<file path="config.mk">
export PLATFORM = sky130hd
export DESIGN_NAME = int_alu
export DESIGN_NICKNAME = d
export VERILOG_FILES = /design/src/rtl/int_alu_pkg.sv /design/src/rtl/int_alu_slice.sv /design/src/rtl/int_alu_chain.sv /design/src/rtl/int_alu_flags.sv /design/src/rtl/int_alu.sv
export SDC_FILE = /design/constraint.sdc
export NUM_CORES = 1
export LEC_CHECK = 0
export BUFFER_PORTS_ARGS = -buffer_cell sky130_fd_sc_hd__buf_2
export CAP_MARGIN = 20
export CORE_ASPECT_RATIO = 0.5
export CORE_MARGIN = 5
export CORE_UTILIZATION = 59
export DETAILED_ROUTE_END_ITERATION = 12
export PLACE_DENSITY_LB_ADDON = 0.08
export SYNTH_ARGS = -nofsm -noshare
export SYNTH_HDL_FRONTEND = slang
export SYNTH_SLANG_ARGS = --single-unit
</file>
<file path="constraint.sdc">
create_clock -name vclk -period 50.2
set_input_delay 7.53 -clock vclk [all_inputs]
set_output_delay 7.53 -clock vclk [all_outputs]
set_load 0.02 [all_outputs]
</file>
<file path="src/rtl/int_alu_pkg.sv">
package int_alu_pkg;
  typedef enum logic [2:0] {
    OP_AND = 3'b000,
    OP_OR  = 3'b001,
    OP_ADD = 3'b010,
    OP_SUB = 3'b110,
    OP_SLT = 3'b111
  } alu_op_e;

  // slice output select = op[1:0]
  localparam logic [1:0] SEL_AND  = 2'b00;
  localparam logic [1:0] SEL_OR   = 2'b01;
  localparam logic [1:0] SEL_SUM  = 2'b10;
  localparam logic [1:0] SEL_LESS = 2'b11;
endpackage

</file>
<file path="src/rtl/int_alu_slice.sv">
module int_alu_slice
  import int_alu_pkg::*;
(
  input  logic       a_i,
  input  logic       b_i,
  input  logic       inv_i,
  input  logic       c_i,
  input  logic       less_i,
  input  logic [1:0] sel_i,
  output logic       y_o,
  output logic       c_o
);
  logic b_eff, sum;

  assign b_eff = b_i ^ inv_i;
  assign sum   = a_i ^ b_eff ^ c_i;
  assign c_o   = (a_i & b_eff) | (c_i & (a_i ^ b_eff));

  always_comb begin
    unique case (sel_i)
      SEL_AND: y_o = a_i & b_eff;
      SEL_OR:  y_o = a_i | b_eff;
      SEL_SUM: y_o = sum;
      default: y_o = less_i;
    endcase
  end
endmodule

</file>
<file path="src/rtl/int_alu_chain.sv">
module int_alu_chain #(
  parameter int WIDTH = 32
) (
  input  logic [WIDTH-1:0] a_i,
  input  logic [WIDTH-1:0] b_i,
  input  logic [2:0]       op_i,
  output logic [WIDTH-1:0] y_o,
  output logic             carry_o,
  output logic             ovf_raw_o
);
  logic             inv;
  logic [WIDTH:0]   c;
  logic [WIDTH-1:0] less;
  logic             msb_sum;

  assign inv  = op_i[2];
  assign c[0] = inv;

  // top sum bit, corrected for signed overflow, feeds the less-than input of bit 0
  assign msb_sum   = a_i[WIDTH-1] ^ b_i[WIDTH-1] ^ inv ^ c[WIDTH-1];
  assign ovf_raw_o = c[WIDTH] ^ c[WIDTH-1];
  assign less      = {{(WIDTH-1){1'b0}}, msb_sum ^ ovf_raw_o};
  assign carry_o   = c[WIDTH];

  for (genvar i = 0; i < WIDTH; i++) begin : g_slice
    int_alu_slice u_slice (
      .a_i   (a_i[i]),
      .b_i   (b_i[i]),
      .inv_i (inv),
      .c_i   (c[i]),
      .less_i(less[i]),
      .sel_i (op_i[1:0]),
      .y_o   (y_o[i]),
      .c_o   (c[i+1])
    );
  end
endmodule

</file>
<file path="src/rtl/int_alu_flags.sv">
module int_alu_flags
  import int_alu_pkg::*;
#(
  parameter int WIDTH = 32
) (
  input  logic [WIDTH-1:0] y_i,
  input  logic [2:0]       op_i,
  input  logic             ovf_raw_i,
  output logic             zero_o,
  output logic             overflow_o
);
  logic arith;

  assign arith      = (op_i == OP_ADD) || (op_i == OP_SUB);
  assign overflow_o = arith & ovf_raw_i;
  assign zero_o     = ~|y_i;
endmodule

</file>
<file path="src/rtl/int_alu.sv">
module int_alu #(
  parameter int WIDTH = 32
) (
  input  logic [WIDTH-1:0] a_i,
  input  logic [WIDTH-1:0] b_i,
  input  logic [2:0]       op_i,
  output logic [WIDTH-1:0] result_o,
  output logic             zero_o,
  output logic             overflow_o,
  output logic             carry_o
);
  logic ovf_raw;

  int_alu_chain #(.WIDTH(WIDTH)) u_chain (
    .a_i      (a_i),
    .b_i      (b_i),
    .op_i     (op_i),
    .y_o      (result_o),
    .carry_o  (carry_o),
    .ovf_raw_o(ovf_raw)
  );

  int_alu_flags #(.WIDTH(WIDTH)) u_flags (
    .y_i       (result_o),
    .op_i      (op_i),
    .ovf_raw_i (ovf_raw),
    .zero_o    (zero_o),
    .overflow_o(overflow_o)
  );
endmodule

</file>
# Yosys cells after proc, flatten, opt, wreduce, memory -nomap -nowiden
# Cells that the tools add are included.
dict set report op_classes {
  eq_ne 4
  reduce_logical 4
  n_bitwise 230
  n_mux 32
}
# cell n
set op_table {}
lappend op_table {{$xor 1x1->1} 101}
lappend op_table {{$pmux 1 s3} 32}
lappend op_table {{$and 1x1->1} 65}
lappend op_table {{$or 1x1->1} 64}
lappend op_table {{$reduce_or 32->1} 1}
lappend op_table {{$eq 3x2->1 const B} 1}
lappend op_table {{$eq 3x3->1 const B} 1}
lappend op_table {{$eq 2x1->1 const B} 1}
lappend op_table {{$eq 2x2->1 const B} 1}
lappend op_table {{$logic_not 2->1} 1}
lappend op_table {{$logic_not 1->1} 1}
lappend op_table {{$logic_or 1x1->1} 1}
dict set report word_totals {
  elab_cells 270
  output_inout_bits 35
  register_bits 0
  in_bits 67
}

# Longest topological paths before layout
dict set report logic_depth {
  ltp_word 71
  ltp_mapped 39
  depth_no_buf 37
}

# Modules after synthesis
# A second synthesis with hierarchy kept.
dict set report unflattened {
  hier_cells 274
  area_unflattened_um2 2921.6
}
# mod seq_area_each_um2 area_each_um2 instances cells_each
set modules_own_cells {}
lappend modules_own_cells {int_alu_slice 0.0 87.6 32 8}
lappend modules_own_cells {int_alu_flags 0.0 80.1 1 13}
lappend modules_own_cells {int_alu_chain 0.0 38.8 1 5}

# Least setup slack after synthesis
# Ideal clock, no wire load.
dict set report synth_path {
  path_type {input to output}
  from {input op_i[2]}
  to {output zero_o}
  slack_ps 21538
  path_buffers 2
  cell_stages 39
  arrival_ps 21132
  cell_sequence {buf_2 > buf_2 > mux2_2 > fa_1 > fa_1 > fa_1 > fa_1 > fa_1 > fa_1 > fa_1 > fa_1 > fa_1 > fa_1 > fa_1 > fa_1 > fa_1 > fa_1 > fa_1 > [... 3 more ...] > fa_1 > fa_1 > fa_1 > fa_1 > fa_1 > fa_1 > fa_1 > fa_1 > fa_1 > fa_1 > fa_1 > fa_1 > inv_1 > fa_1 > xnor2_1 > xnor2_1 > mux4_2 > nor4_2}
}
dict set report synth_between {
  elab_chain_len 71
}
# item line_no
set synth_lines {}
lappend synth_lines {{start: declaration} int_alu.sv:6} ;# input logic [2:0] op_i,
lappend synth_lines {{$xor 1x1->1} int_alu_slice.sv:15} ;# assign b_eff = b_i ^ inv_i;
lappend synth_lines {{$xor 1x1->1} {int_alu_slice.sv:16, int_alu_slice.sv:17}}
lappend synth_lines {{$and 1x1->1} int_alu_slice.sv:17} ;# assign c_o = (a_i & b_eff) | (c_i & (a_i ^ b_eff));
lappend synth_lines {{$or 1x1->1} int_alu_slice.sv:17}
lappend synth_lines {{$and 1x1->1} int_alu_slice.sv:17}
lappend synth_lines {{$or 1x1->1} int_alu_slice.sv:17}
lappend synth_lines {{$and 1x1->1} int_alu_slice.sv:17}
lappend synth_lines {{$or 1x1->1} int_alu_slice.sv:17}
lappend synth_lines {{[... 56 more ...]} n/a}
lappend synth_lines {{$and 1x1->1} int_alu_slice.sv:17}
lappend synth_lines {{$or 1x1->1} int_alu_slice.sv:17}
lappend synth_lines {{$xor 1x1->1} int_alu_chain.sv:21} ;# assign ovf_raw_o = c[WIDTH] ^ c[WIDTH-1];
lappend synth_lines {{$xor 1x1->1} int_alu_chain.sv:22} ;# assign less = {{(WIDTH-1){1'b0}}, msb_sum ^ ovf_raw_o};
lappend synth_lines {{$pmux 1 s3 (*)} int_alu_slice.sv:20} ;# unique case (sel_i)
lappend synth_lines {{named net u_chain.g_slice[0].u_slice.y_o} int_alu_slice.sv:10} ;# output logic y_o,
lappend synth_lines {{$reduce_or 32->1 (*)} int_alu_flags.sv:16} ;# assign zero_o = ~|y_i;
lappend synth_lines {{$logic_not 1->1 (*)} int_alu_flags.sv:16}
lappend synth_lines {{end: declaration} int_alu.sv:8} ;# output logic zero_o,
# The timed path passes the listed nets; every way through them passes the cells marked *.

# Worst setup path in the final report
dict set report layout_path {
  from {input op_i[2]}
  to {output zero_o}
}
dict set report layout_between {
  elab_chain_len 71
}
# item line_no
set layout_lines {}
lappend layout_lines {{$xor 1x1->1} int_alu_slice.sv:15}
lappend layout_lines {{$xor 1x1->1} {int_alu_slice.sv:16, int_alu_slice.sv:17}}
lappend layout_lines {{$and 1x1->1} int_alu_slice.sv:17}
lappend layout_lines {{$or 1x1->1} int_alu_slice.sv:17}
lappend layout_lines {{$and 1x1->1} int_alu_slice.sv:17}
lappend layout_lines {{$or 1x1->1} int_alu_slice.sv:17}
lappend layout_lines {{$and 1x1->1} int_alu_slice.sv:17}
lappend layout_lines {{$or 1x1->1} int_alu_slice.sv:17}
lappend layout_lines {{[... 55 more ...]} n/a}
lappend layout_lines {{$or 1x1->1} int_alu_slice.sv:17}
lappend layout_lines {{$and 1x1->1} int_alu_slice.sv:17}
lappend layout_lines {{$or 1x1->1} int_alu_slice.sv:17}
lappend layout_lines {{$xor 1x1->1} int_alu_chain.sv:21}
lappend layout_lines {{$xor 1x1->1} int_alu_chain.sv:22}
lappend layout_lines {{$pmux 1 s3} int_alu_slice.sv:20}
lappend layout_lines {{$reduce_or 32->1 (*)} int_alu_flags.sv:16}
lappend layout_lines {{$logic_not 1->1 (*)} int_alu_flags.sv:16}
# Mark *: on every way between the ends. The rest lies on a longest branch, timed or not.

==> run summary <==
status: finished, final reports clean
post-layout net count: 606
synthesized area: 0.00317 mm²
Syn Inst Count: 384
Slew Viols, Final: 0
Post-Syn Nets: 546
post-DR vias/cell: 4.83
DR iter-0 viols: 94
initial antenna violation count: 0
total of fill cells in the finished design: 436
Reg area: 0 µm²
number of core rows: 18
dominant cell type by area after synthesis: ha_1
slowest stage cell, crit path: buf_4
maximum net fanout on the critical path: 34
seq_cells: 0
RSZ-0062 raised after global routing: no
final instance area: 0.00344 mm²
Yosys cell types: 28
final period utilization: 58.5%
post-CTS setup buffers: 0
syn_area_per_cell: 8.26 µm²
Crit Path Class: input port to output port
Worst path max stage delay: 0.49 ns
GRT overflow: 0
detailed-route DRC error count: 0
clock group share of total power: 0%
area delta synth->final: 8.40%
die height: 61.9 µm
internal power: 0.0000164 W
top post-synthesis cells by area: ha_1, fa_1, inv_1
minimum clock period: 29.39 ns
Max Cap Viol: 0
CLK BUF: 0
VDD IR-drop max: 0.00724 mV
final hold violation count: 0
GP Congestion: 0.798
Die W: 114 µm
register share of total power: 0%
largest net degree at the start of global routing: 38
Die Area: 0.00703 mm²
number of global-route vias before repair: 2510
CP Capture Type: output port
PD cells: 12.1 mW/mm²
WP data required: 42.67 ns
Hold Crit Class: input port to output port
share of layout cells above drive strength 1: 26.0%
worst hold stages: 5
Comb pwr share: 100.0%
total number of vias: 2471
number of gates resized after CTS: 0
Sw Pwr: 0.0000254 W
IO buf count: 102
Static Leak: 2.02 nW
first-pass GRT wire length: 10900 µm
Final setup viols: 0
Commonest cells post-synth: inv_1, ha_1, nand2_1
Max Clk Rate: 34.0 MHz
worst-margin pin slew: 1.03 ns
Yosys warning total: 0
per-cell routed wire length: 12.7 µm
Detailed Place HPWL: 5590 µm
Ports: 102
most common cell in the synthesized netlist: inv_1
placed cell area: 0.00344 mm²
Initial Utilization: 62.6%
core area: 0.00507 mm²
Switching Share: 60.8%
Crit path top cell by count: fa_1
Seq/Total Area, Yosys: 0%
Pre-antenna DRT Iters: 4
setup TNS: 0 ns
DRT Wirelength: 6490 µm
post-synth top area share: 25.2%
n_diodes: 0
Worst slew margin: 31.1%
crit path launch type: input port
hold buffer count at CTS: 0
Total GRT Usage: 18.9%
Final ANT Viol Nets: 0
CP Data Arrival Time: 21.86 ns
[through the flow]
stage | cells | util, % | worst slack (ns) | power, W | hold slack (ns)
finish | 512 | 67.9 | 20.81 | 0.0000417 | 15.65
global route | 512 | 67.9 | 20.21 | 0.0000472 | 15.70
CTS | 512 | 67.9 | 20.78 | 0.0000422 | 15.65
detailed placement | 512 | 67.9 | 20.79 | 0.0000420 | 15.65
global placement | 512 | 67.9 | 21.04 | 0.0000403 | 15.64
floorplan | 384 | - | 21.54 | 0.0000342 | 15.23
[cells in the final DEF, fill, tap and decap left out, types with 5 or more instances in the layout]
master / n
buf_2: 102
clkinv_1: 5
fa_1: 31
ha_1: 64
inv_1: 85
inv_2: 5
mux2i_1: 28
nand2_1: 34
nor4_1: 5
o21ai_1: 29
xor2_1: 33
[worst paths after layout]
kind	start	slack, ns	end
setup / recovery	op_i[2]	20.81	zero_o
hold / removal	a_i[3]	15.65	result_o[3]
[final cells by class]
class	instances	area, µm²	area share, %
inverters	95	357	10.4
multi-input cells	243	2470	71.8
well taps	70	87.6	2.55
repair buffers	104	526	15.3
[critical path: cells and delay by family]
family | cells | cell delay (ns)
adders and majority gates | 31 | 12.23
xor gates and xnor gates | 3 | 0.47
buffers and inverters | 4 | 0.85
muxes | 1 | 0.49
and+or+nand+nor | 1 | 0.27
[layer usage]
layer	up-vias	global-route usage (%)	part of all wire, %
met5	-	0	0
met4	0	1.03	0.23
met3	2	1.35	5.6
met2	59	37.8	49
met1	1183	24.0	45
li1	1227	-	-
[power by group through the flow]
stage          logic (W)  registers [W]  clock network, W
6_report       0.0000417              0                 0
5_1_grt        0.0000472              0                 0
4_1_cts        0.0000422              0                 0
3_5_place_dp   0.0000420              0                 0
3_3_place_gp   0.0000403              0                 0
2_1_floorplan  0.0000342              0                 0
[cells by family (layout without fill, tap and decap cells)]
family / after synthesis / after routing / share of synthesized area (%)
AO/OA/AOI/OAI: 34 / 34 / 5.40
XOR/XNOR: 36 / 36 / 10.5
adder cells (fa/ha/maj): 95 / 95 / 44.8
buffers and inverters: 141 / 199 / 22.2
multiplexers: 30 / 30 / 9.90
AND/OR/NAND/NOR: 48 / 48 / 7.14
Note: power is estimated with default switching activity, not from simulation.
